`config.mk`:
```
export PLATFORM = sky130hd
export DESIGN_NAME = deframe_parser
export DESIGN_NICKNAME = d
export VERILOG_FILES = /design/src/rtl/deframe_pkg.sv /design/src/rtl/deframe_parser.sv
export SDC_FILE = /design/constraint.sdc
export NUM_CORES = 1
export LEC_CHECK = 0
export ABC_CLOCK_PERIOD_IN_PS = 1850
export BUFFER_PORTS_ARGS = -buffer_cell sky130_fd_sc_hd__buf_2
export CELL_PAD_IN_SITES_DETAIL_PLACEMENT = 1
export CELL_PAD_IN_SITES_GLOBAL_PLACEMENT = 1
export CORE_AREA = 2 2 79 99
export DETAILED_ROUTE_END_ITERATION = 10
export DIE_AREA = 0 0 81 101
export PLACE_DENSITY_LB_ADDON = 0.1
export SKIP_LAST_GASP = 1
export SLEW_MARGIN = 10
export SYNTH_ARGS = -nofsm -noshare
export SYNTH_HDL_FRONTEND = slang
export SYNTH_SLANG_ARGS = --single-unit
```
`constraint.sdc`:
```
create_clock -name clk -period 1.85 [get_ports clk]
set_input_delay 0.0925 -clock clk [delete_from_list [all_inputs] [get_ports clk]]
set_output_delay 0.0925 -clock clk [all_outputs]
set_load 0.05 [all_outputs]
```
`src/rtl/deframe_pkg.sv`:
```
package deframe_pkg;

  localparam int BYTE_W = 8;
  typedef logic [BYTE_W-1:0] byte_t;

  localparam byte_t CODE_LEFT  = 8'h01;
  localparam byte_t CODE_RIGHT = 8'h02;
  localparam byte_t CODE_AUDIO = 8'h03;

  localparam int NUM_SINKS = 3;
  localparam int NUM_ERRS  = 3;

  typedef enum logic [1:0] {
    ST_IDLE    = 2'd0,
    ST_LEN     = 2'd1,
    ST_PAYLOAD = 2'd2,
    ST_CHECK   = 2'd3
  } parse_state_t;

  typedef enum logic [1:0] {
    SINK_LEFT  = 2'd0,
    SINK_RIGHT = 2'd1,
    SINK_AUDIO = 2'd2,
    SINK_NONE  = 2'd3
  } sink_t;

  function automatic sink_t sink_of(byte_t code);
    case (code)
      CODE_LEFT:  return SINK_LEFT;
      CODE_RIGHT: return SINK_RIGHT;
      CODE_AUDIO: return SINK_AUDIO;
      default:    return SINK_NONE;
    endcase
  endfunction

  function automatic byte_t sum_add(byte_t acc, byte_t b);
    return byte_t'(acc + b);
  endfunction

endpackage

```
`src/rtl/deframe_parser.sv`:
```
module deframe_parser
  import deframe_pkg::*;
(
  input  logic   clk,
  input  logic   rst_n,
  input  logic   in_valid,
  input  byte_t  in_data,
  input  logic   in_sop,
  input  logic   in_eop,
  output logic   pay_fire,
  output sink_t  pay_sink,
  output byte_t  pay_byte,
  output logic   res_valid,
  output logic   res_good,
  output logic   res_err_sum,
  output logic   res_err_frame,
  output logic   res_err_type
);

  parse_state_t st_q, st_n;
  byte_t        typ_q, typ_n;
  byte_t        rem_q, rem_n;
  byte_t        acc_q, acc_n;

  // named events for assertions
  logic ev_fin, ev_frame, ev_sum, ev_type;

  always_comb begin
    st_n     = st_q;
    typ_n    = typ_q;
    rem_n    = rem_q;
    acc_n    = acc_q;
    ev_fin   = 1'b0;
    ev_frame = 1'b0;
    ev_sum   = 1'b0;
    ev_type  = 1'b0;
    pay_fire = 1'b0;
    if (in_valid) begin
      if (in_sop) begin
        if (st_q != ST_IDLE || in_eop) begin
          ev_fin   = 1'b1;
          ev_frame = 1'b1;
        end
        if (in_eop) begin
          st_n = ST_IDLE;
        end else begin
          st_n  = ST_LEN;
          typ_n = in_data;
          acc_n = in_data;
        end
      end else begin
        case (st_q)
          ST_LEN: begin
            if (in_eop) begin
              ev_fin   = 1'b1;
              ev_frame = 1'b1;
              st_n     = ST_IDLE;
            end else begin
              rem_n = in_data;
              acc_n = sum_add(acc_q, in_data);
              st_n  = (in_data == '0) ? ST_CHECK : ST_PAYLOAD;
            end
          end
          ST_PAYLOAD: begin
            if (in_eop) begin
              ev_fin   = 1'b1;
              ev_frame = 1'b1;
              st_n     = ST_IDLE;
            end else begin
              pay_fire = (sink_of(typ_q) != SINK_NONE);
              acc_n    = sum_add(acc_q, in_data);
              rem_n    = byte_t'(rem_q - 1'b1);
              if (rem_q == byte_t'(1)) st_n = ST_CHECK;
            end
          end
          ST_CHECK: begin
            ev_fin = 1'b1;
            st_n   = ST_IDLE;
            if (!in_eop) begin
              ev_frame = 1'b1;
            end else begin
              ev_sum  = (sum_add(acc_q, in_data) != '0);
              ev_type = (sink_of(typ_q) == SINK_NONE);
            end
          end
          default: ;
        endcase
      end
    end
  end

  assign pay_sink = sink_of(typ_q);
  assign pay_byte = in_data;

  always_ff @(posedge clk or negedge rst_n) begin
    if (!rst_n) begin
      st_q          <= ST_IDLE;
      typ_q         <= '0;
      rem_q         <= '0;
      acc_q         <= '0;
      res_valid     <= 1'b0;
      res_good      <= 1'b0;
      res_err_sum   <= 1'b0;
      res_err_frame <= 1'b0;
      res_err_type  <= 1'b0;
    end else begin
      st_q          <= st_n;
      typ_q         <= typ_n;
      rem_q         <= rem_n;
      acc_q         <= acc_n;
      res_valid     <= ev_fin;
      res_good      <= ev_fin & ~(ev_frame | ev_sum | ev_type);
      res_err_sum   <= ev_sum;
      res_err_frame <= ev_frame;
      res_err_type  <= ev_type;
    end
  end

  // a checksum beat always closes the packet on the next cycle
  assert_check_closes_R8: assert property (@(posedge clk) disable iff (!rst_n)
    (st_q == ST_CHECK && in_valid) |=> (res_valid && st_q != ST_CHECK));

  // zero length skips the payload state
  assert_zero_len_R13: assert property (@(posedge clk) disable iff (!rst_n)
    (st_q == ST_LEN && in_valid && !in_sop && !in_eop && in_data == '0) |=> (st_q == ST_CHECK));

  // a verdict only follows a taken beat, and a good verdict has no flags
  assert_verdict_source_R5: assert property (@(posedge clk) disable iff (!rst_n)
    res_valid |-> ($past(in_valid) && !(res_good && (res_err_sum || res_err_frame || res_err_type))));

  // a start marker in an open packet yields a frame error verdict
  assert_sop_abort_R6: assert property (@(posedge clk) disable iff (!rst_n)
    (in_valid && in_sop && st_q != ST_IDLE) |=> (res_valid && res_err_frame));

endmodule

```
# After elaboration in Yosys (flattened, before gate mapping)
# Cells that the tools add are included.
# Widths: inputs -> output; s select.
# totals
elab_cells,84
reg_bits,31
inputBits,13
out_inout_bits,16
# classes
n_reduce_logical,12
addsub,2
bitwise,6
n_mux,43
eq_ne,12
# ops
operator,n
$mux 8,5
$mux 2,12
$mux 1,21
$eq 8x1->1 const B,2
$eq 8x2->1 const B,2
$pmux 8 s2,1
$pmux 2 s3,2
$reduce_and 3->1,3
$add 8x8->8,1
$logic_not 8->1,1
$reduce_bool 8->1,1
$sub 8x1->8 const B,1
$eq 2x2->1 const B,3
$ne 2x2->1 const B,3
$reduce_bool 2->1,3
$reduce_and 5->1,1
$ne 4x4->1 const B,1
$pmux 1 s2,2
$reduce_bool 4->1,1
$not 1->1,3
$eq 2x1->1 const B,1
$or 1x1->1,2
$reduce_or 2->1,1
$and 1x1->1,1
$logic_or 1x1->1,1

# Logic depth before layout (Yosys ltp)
# Gate-level depths: netlist of run 1.
# depth
word_depth,14
mapped_depth,8
ltp_nobuf,8

# Worst setup path after synthesis of run 1
# OpenSTA, ideal clock, no wires.
# synth_path
kind,register -> register
startpoint,register acc_q[0]
endpoint,register acc_q[6]
synth_period_minus_slack_ns,1.889
path_stages_with_launch,9
setup_time_ns,0.125
arrival_time_ns,1.764
required_ns,1.725
path_slack_ns,-0.039
path_buffers,0
path_cell_list,dfrtp_1 > ha_1 > inv_1 > fa_1 > nor2b_1 > o211ai_1 > a211oi_2 > o21ai_1 > mux2_2
# synth_via
elab_chain_len,4
# synth_lines
item,line_no,rtl
start: declaration,deframe_parser.sv:23,"byte_t acc_q, acc_n;"
start signal: assignment,deframe_parser.sv:110,acc_q <= acc_n;
$add 8x8->8,deframe_pkg.sv:37,return byte_t'(acc + b);
$mux 8,"deframe_parser.sv:54, deframe_parser.sv:65",
$mux 8,-,
$mux 8,deframe_parser.sv:39,if (in_sop) begin
# No other way between the ends. The select of a mux whose other input is x is not followed.
# A chain may end at the register's enable or synchronous reset.

# Final worst setup path of run 1
# layout_path
startpoint,register typ_q[3]
endpoint,output pay_fire
# layout_via
elab_chain_len,11
word_cells_on_any_way,13
classes_between,4 x eq/ne; 9 x mux
# layout_lines
item,line_no,rtl
start: declaration,deframe_parser.sv:21,"byte_t typ_q, typ_n;"
start signal: assignment,deframe_parser.sv:108,typ_q <= typ_n;
$eq 8x2->1 / $eq 8x1->1 (equally long branches),deframe_pkg.sv:28,case (code)
$pmux 2 s3 *,deframe_pkg.sv:28,
$mux 2 *,deframe_parser.sv:65,if (in_eop) begin
$mux 2 *,deframe_parser.sv:52,case (st_q)
$mux 2 *,deframe_parser.sv:39,
$mux 2 *,deframe_parser.sv:38,if (in_valid) begin
$ne 2x2->1 *,deframe_parser.sv:70,pay_fire = (sink_of(typ_q) != SINK_NONE);
$mux 1 *,deframe_parser.sv:65,
$mux 1 *,deframe_parser.sv:52,
$mux 1 *,deframe_parser.sv:39,
$mux 1 *,deframe_parser.sv:38,
end: declaration,deframe_parser.sv:10,"output logic pay_fire,"
# Every way passes the cells marked *; elsewhere a longest branch is shown, timed or not. The select of a mux whose other input is x is not followed.

==> results of run 1 <==
[repair_timing]
action,4_1_cts,5_1_grt
endpoints found under the hold margin,31,0
cloned,0,0
buffers inserted,4,2
setup endpoints to repair,8,11
hold buffers,1,0
pin swaps,6,7
resized for setup,14,19
[area by class of cell]
cell class                      count  share of cell area, %
Multi-Input combinational cell    166                   46.7
Sequential cell                    31                   27.8
Timing Repair Buffer               63                   15.6
Tap cell                           92                   4.13
Clock buffer                        6                   2.96
Inverter                           11                   1.48
Clock inverter                      2                   1.26
[power groups by stage]
stage	clock network [mW]	logic, mW	registers, mW
3_5_place_dp	0	2.00	1.13
6_report	0.724	2.29	1.12
4_1_cts	0.755	2.14	1.12
2_1_floorplan	0	1.32	1.11
3_3_place_gp	0	1.99	1.12
5_1_grt	0.779	2.57	1.16
[flip-flops by register name, indices dropped and copies added, names as in the netlist]
name and flops:
res_err_sum 1, rem_q 8, res_good 1, st_q 2, acc_q 8, typ_q 8, res_err_frame 1, res_err_type 1
res_valid 1
[worst min path at each step]
stage / cells after the start / startpoint / slack (ns) / endpoint
global route: 2 / in_valid / 0.04 / st_q[1]
CTS: 2 / in_valid / 0.03 / st_q[1]
detailed placement: 1 / rst_n / 0.22 / rem_q[0]
finish: 2 / in_valid / 0.05 / st_q[1]
global placement: 1 / rst_n / 0.22 / rem_q[5]
floorplan: 0 / rst_n / -0.20 / acc_q[0]
[worst max-delay path, cell delays in order, from the launching register on]
cell     delay [ns]
dfrtp_1        0.38
or4_4          0.54
nor3_4         0.15
o21a_4         0.17
and4b_1        0.20
buf_6          0.16
[cells in the mapped netlist (3+ instances only)]
cell type / number / share of area (%)
nand2_1: 23 / 4.1
nor3_1: 4 / 0.95
o21ai_1: 6 / 1.4
xnor2_1: 3 / 1.2
inv_1: 11 / 2.0
a21oi_1: 12 / 2.8
buf_4: 8 / 2.8
mux2i_1: 7 / 3.3
and3_1: 5 / 1.5
ha_1: 14 / 8.3
mux2_2: 10 / 5.3
nand3_1: 6 / 1.4
dfrtp_1: 31 / 37
clkbuf_1: 4 / 0.71
o22ai_1: 5 / 1.5
nor2b_1: 5 / 1.5
o21ai_0: 14 / 3.3
nor2_1: 12 / 2.1
[logic make-up (layout without fill, tap and decap cells)]
| family | after synthesis | after routing | share of synthesized area (%) |
|---|---|---|---|
| buffers and inverters | 25 | 82 | 6.70 |
| adder cells (fa/ha/maj) | 15 | 15 | 9.25 |
| AND/OR/NAND/NOR | 69 | 69 | 17.1 |
| XOR/XNOR | 5 | 5 | 2.08 |
| multiplexers | 17 | 17 | 8.65 |
| flip-flops | 31 | 31 | 36.8 |
| AO/OA/AOI/OAI | 60 | 60 | 19.4 |
[metrics by stage]
stage,util [%],setup TNS [ns]
floorplan,-,0
global placement,34.1,-0.245
detailed placement,34.1,-0.406
CTS,36.9,-0.466
global route,38.3,-1.25
finish,38.3,-0.558
[metal layers]
layer | wire (µm) | vias to the layer above | share of wire, %
li1 | - | 908 | -
met4 | 168 | 0 | 2.7
met1 | 2820 | 889 | 45
met5 | 0 | - | 0
met3 | 123 | 10 | 2.0
met2 | 3180 | 17 | 51
==> flow_summary.yaml, run 1 <==
power:
  internal-power_mw: 2.47
  report.power.total_mw: 4.13
  p_per_area_mw_per_mm2: 1480
  ir_drop_v: 0.000476
  pwr-share-clk_pct: 17.5
  power.share.switching_pct: 40.2
  seqPwrFrac_pct: 27.0
  leakage_nw: 1.30
  power_switching_mw: 1.66
  combPwrFrac_pct: 55.5
logic_synthesis:
  synthCells: 222
  postSynthAreaPerCell_um2: 9.51
  ys_ff_latch: 31
  synth_flop_cell: "dfrtp_1"
  syn_nets: 250
  yosysSeqAreaShare_pct: 36.8
  synth-edff-count: 0
  synthArstFlopShare_pct: 100
  ys_types: 52
  ys.warnings.count: 0
  synth.cell_area_mm2: 0.00211
sta:
  period_minus_slack_ns: 1.99
  final_max_slew_viol_count: 0
  grt_setup_unrepaired: "true"
  min_period_over_period_pct: 107
  finalSetupViolations: 7
  slew_headroom_pct: 48.3
  fin_worst_skew_ns: 0.00374
  hold_viol: 0
  fin_ws_ns: -0.138
  worstMarginPinSlew_ns: 0.776
  hold_ws_ns: 0.0464
  max_freq_mhz: 503
critical_path:
  critPathLaunchType: "flip-flop"
  worstPathMaxFanout: 2
  end_kind: "primary output"
  worstPathArrival_ns: 1.90
  timing.rr.end: "acc_q[6]"
  startpoint: "typ_q[3]"
  rrSetupSlack_ns: -0.12
  crit_type: "reg -> out"
  timing.critical_path.to: "pay_fire"
  rr_worst_depth: 8
  r2r_start: "acc_q[0]"
  worstPathRequired_ns: 1.76
detailed_routing:
  wl_per_cell_um: 17.0
  ant_nets: 0
  drc_errors: 0
  viasPerCell: 4.92
  initialDrtViolationCount: 34
  drt_wl_total_um: 6290
  vias: 1824
  dr.pass1.iters: 4
place:
  dp_cells: 356
  gpl.final_weighted_congestion: 0.770
  place_area_mm2: 0.00248
  post-place-ws_ns: -0.139
  post-dp-hpwl_um: 4810
  port_buffers: 28
global_routing:
  grt_use_met1_pct: 20.9
  grt_overflow_total: 0
  antenna_found_initial: 0
  use_met3_pct: 2.69
  grtUsageMet2_pct: 29.2
  grt_pass1_vias: 1996
  grt_first_pass_wirelength_um: 10400
  globalRoute.busiestLayer: "met2"
  grt_max_degree: 32
  grt_usage_pct: 17.1
clock_network:
  cts_sinks: 31
  htreeDepth: 2
  clockRootBuffer: "clkbuf_8"
  cts_buffers: 5
  clk_pin_slew_ns: 0.07
  cts_tree: "done"
  clkLatencyLatePin_ns: 0.29
  clockBufferDepth: 2
die:
  fp.dieArea_mm2: 0.00818
  core_area_mm2: 0.00727
  rows: 35
  ios: 29
  die_y_um: 101
  start_util_pct: 29.0
  dieWidth_um: 81
finish:
  n_antenna_cell: 0
  layout-drive-gt1-share_pct: 38.4
  fin_cells: 371
  final_common_cell: "buf_4"
  finalInstanceArea_mm2: 0.00279
  area_growth_syn_to_layout_pct: 32.0
  final_net_count: 306
  fillers: 868
  multi_input_area_mm2: 0.00130
  seq_area_um2: 776
  final_cell_mix: "buf_4, dfrtp_1, buf_2, nand2_1, nor2_1"
outcome:
  violations: "setup timing"
  status: "complete, but fails checks"
run:
  drv_cap: 0
worst_hold_path:
  hold_path_class: "in -> reg"
Note: power is estimated with default switching activity, not from simulation.
==> run 2, diff against run 1 <==
- ABC_CLOCK_PERIOD_IN_PS: 1850 -> 2190
- clock period: 1.85 -> 2.19 ns (I/O delays scaled with it)
==> run 2 against run 1 <==
Against the previous run: the run now ends clean; routed wire length shrank 0.22%; total power shrank 30%; critical path depth did not move; worst hold slack improved by 0.027 ns; clock skew fell by 0.00080 ns; core utilization fell by 4.4 points; cell area fell by 12%; sequential share of layout area is 3.6 points higher; sequential power fell by 15%; critical path type unchanged; critical endpoint unchanged; highest routed layer unchanged.
==> flow_summary.yaml, run 2 (synthesized netlist as in run 1, its figures left out) <==
finish:
  finalInstanceArea_mm2: 0.00246
  layout-drive-gt1-share_pct: 27.2
  final_net_count: 284
  n_antenna_cell: 0
  final_cell_mix: "dfrtp_1, buf_2, nand2_1, o21ai_0, ha_1"
  reg_top3: "acc_q (8), rem_q (8), typ_q (8)"
  area_growth_syn_to_layout_pct: 16.8
  final_common_cell: "dfrtp_1"
clock_network:
  cts_buffers: 5
  clkLatencyLatePin_ns: 0.28
  clockBufferDepth: 2
  clockRootBuffer: "clkbuf_8"
  clk_pin_slew_ns: 0.07
  cts_sinks: 31
  htreeDepth: 2
  cts_tree: "done"
detailed_routing:
  dr.pass1.iters: 4
  drc_errors: 0
  wl_per_cell_um: 18.0
  vias: 1807
  drt_wl_total_um: 6280
  viasPerCell: 5.18
  ant_nets: 0
  initialDrtViolationCount: 31
die:
  fp.dieArea_mm2: 0.00818
  core_area_mm2: 0.00727
  start_util_pct: 29.0
  rows: 35
  die_y_um: 101
  ios: 29
  dieWidth_um: 81
place:
  port_buffers: 28
  gpl.final_weighted_congestion: 0.702
  post-place-ws_ns: 0.0962
  post-dp-hpwl_um: 4660
  place_area_mm2: 0.00235
global_routing:
  grt_overflow_total: 0
  grt_usage_pct: 16.3
  antenna_found_initial: 0
  grt_pass1_vias: 1906
  grt_max_degree: 32
  grt_first_pass_wirelength_um: 9990
sta:
  period_minus_slack_ns: 2.11
  final_max_slew_viol_count: 0
  min_period_over_period_pct: 96.4
  slew_headroom_pct: 49.4
  fin_worst_skew_ns: 0.00293
  hold_viol: 0
  fin_ws_ns: 0.0789
  finalSetupViolations: 0
  max_freq_mhz: 474
  grt_setup_unrepaired: "false"
  worstMarginPinSlew_ns: 0.759
  finalSetupTns_ns: 0
power:
  leakage_nw: 1.12
  p_per_area_mw_per_mm2: 1180
  report.power.total_mw: 2.91
  ir_drop_v: 0.000425
run:
  drv_cap: 0
critical_path:
  worstPathRequired_ns: 2.08
  end_kind: "primary output"
  crit_type: "reg -> out"
  worstPathMaxFanout: 3
  worstPathArrival_ns: 2.00
  critPathLaunchType: "flip-flop"
worst_hold_path:
  hold_path_class: "in -> reg"
outcome:
  status: "finished clean"
run 2: cell count changes in the layout (fill, tap and decap cells not counted), moves of 2 or more:
cell        change
a21oi_1         +2
buf_6           -4
nand2_1         +2
buf_2           +2
xnor2_1         +2
ha_1            +2
o21ai_0         +3
buf_4          -20
a21oi_2         -2
xnor2_2         -2
clkinvlp_4      +2
run 2: layout make-up:
cell class,count,area [µm²]
timing repair buffer,41,243
tap,92,115
clock buffer,5,68.8
inverter,11,41.3
clock inverter,3,20.0
sequential,31,776
multi-input combinational,166,1200
fill,894,4800
run 2: per-stage QoR:
| step | util, % | instances | hold slack, ns |
|---|---|---|---|
| after global routing | 33.9 | 349 | 0.0728 |
| after CTS | 33.7 | 348 | 0.0601 |
| after global placement | 32.3 | 339 | 0.237 |
| final | 33.9 | 349 | 0.0733 |
| after floorplan | - | 222 | -0.186 |
| after detailed placement | 32.3 | 339 | 0.232 |
run 2: layer usage:
layer  up-vias  part of all wire (%)  global-route usage [%]
met5         -                     0                       0
met4         0                   1.8                    5.08
met3         9                   1.7                    2.69
met2        15                    54                    29.8
met1       914                    43                    19.2
li1        869                     -                       -
run 2: timing repair:
| item | in CTS | in global routing |
|---|---|---|
| endpoints found under the setup margin | 0 | 3 |
| buffers inserted | 0 | 1 |
| hold buffers | 1 | 0 |
| hold endpoints to repair | 31 | 0 |
| resized for setup | 0 | 4 |
run 2: critical path: stages (launching register included):
cell,delay [ns]
dfrtp_1,0.38
or4_4,0.55
nor3_4,0.18
o21a_4,0.18
and4b_1,0.20
clkbuf_4,0.23
run 2: worst paths after layout:
check / from / endpoint / slack [ns] / depth (start not counted)
worst max-delay path: typ_q[3] / pay_fire / 0.08 / 5
worst min-delay path: in_valid / st_q[1] / 0.07 / 2
worst max register to register: acc_q[0] / acc_q[6] / 0.12 / 9
worst min register to register: acc_q[4] / acc_q[4] / 0.50 / 2
max in group asynchronous: rst_n / rem_q[4] / 1.28 / 2
min in group asynchronous: rst_n / st_q[1] / 0.43 / 2
run 2: report_power, final:
part / leakage (nW) / total [mW] / internal, mW / switching [mW]
sequential: 0.383 / 0.948 / 0.769 / 0.179
clock: 0.0402 / 0.460 / 0.221 / 0.239
combinational: 0.700 / 1.50 / 0.652 / 0.849
total: 1.12 / 2.91 / 1.64 / 1.27
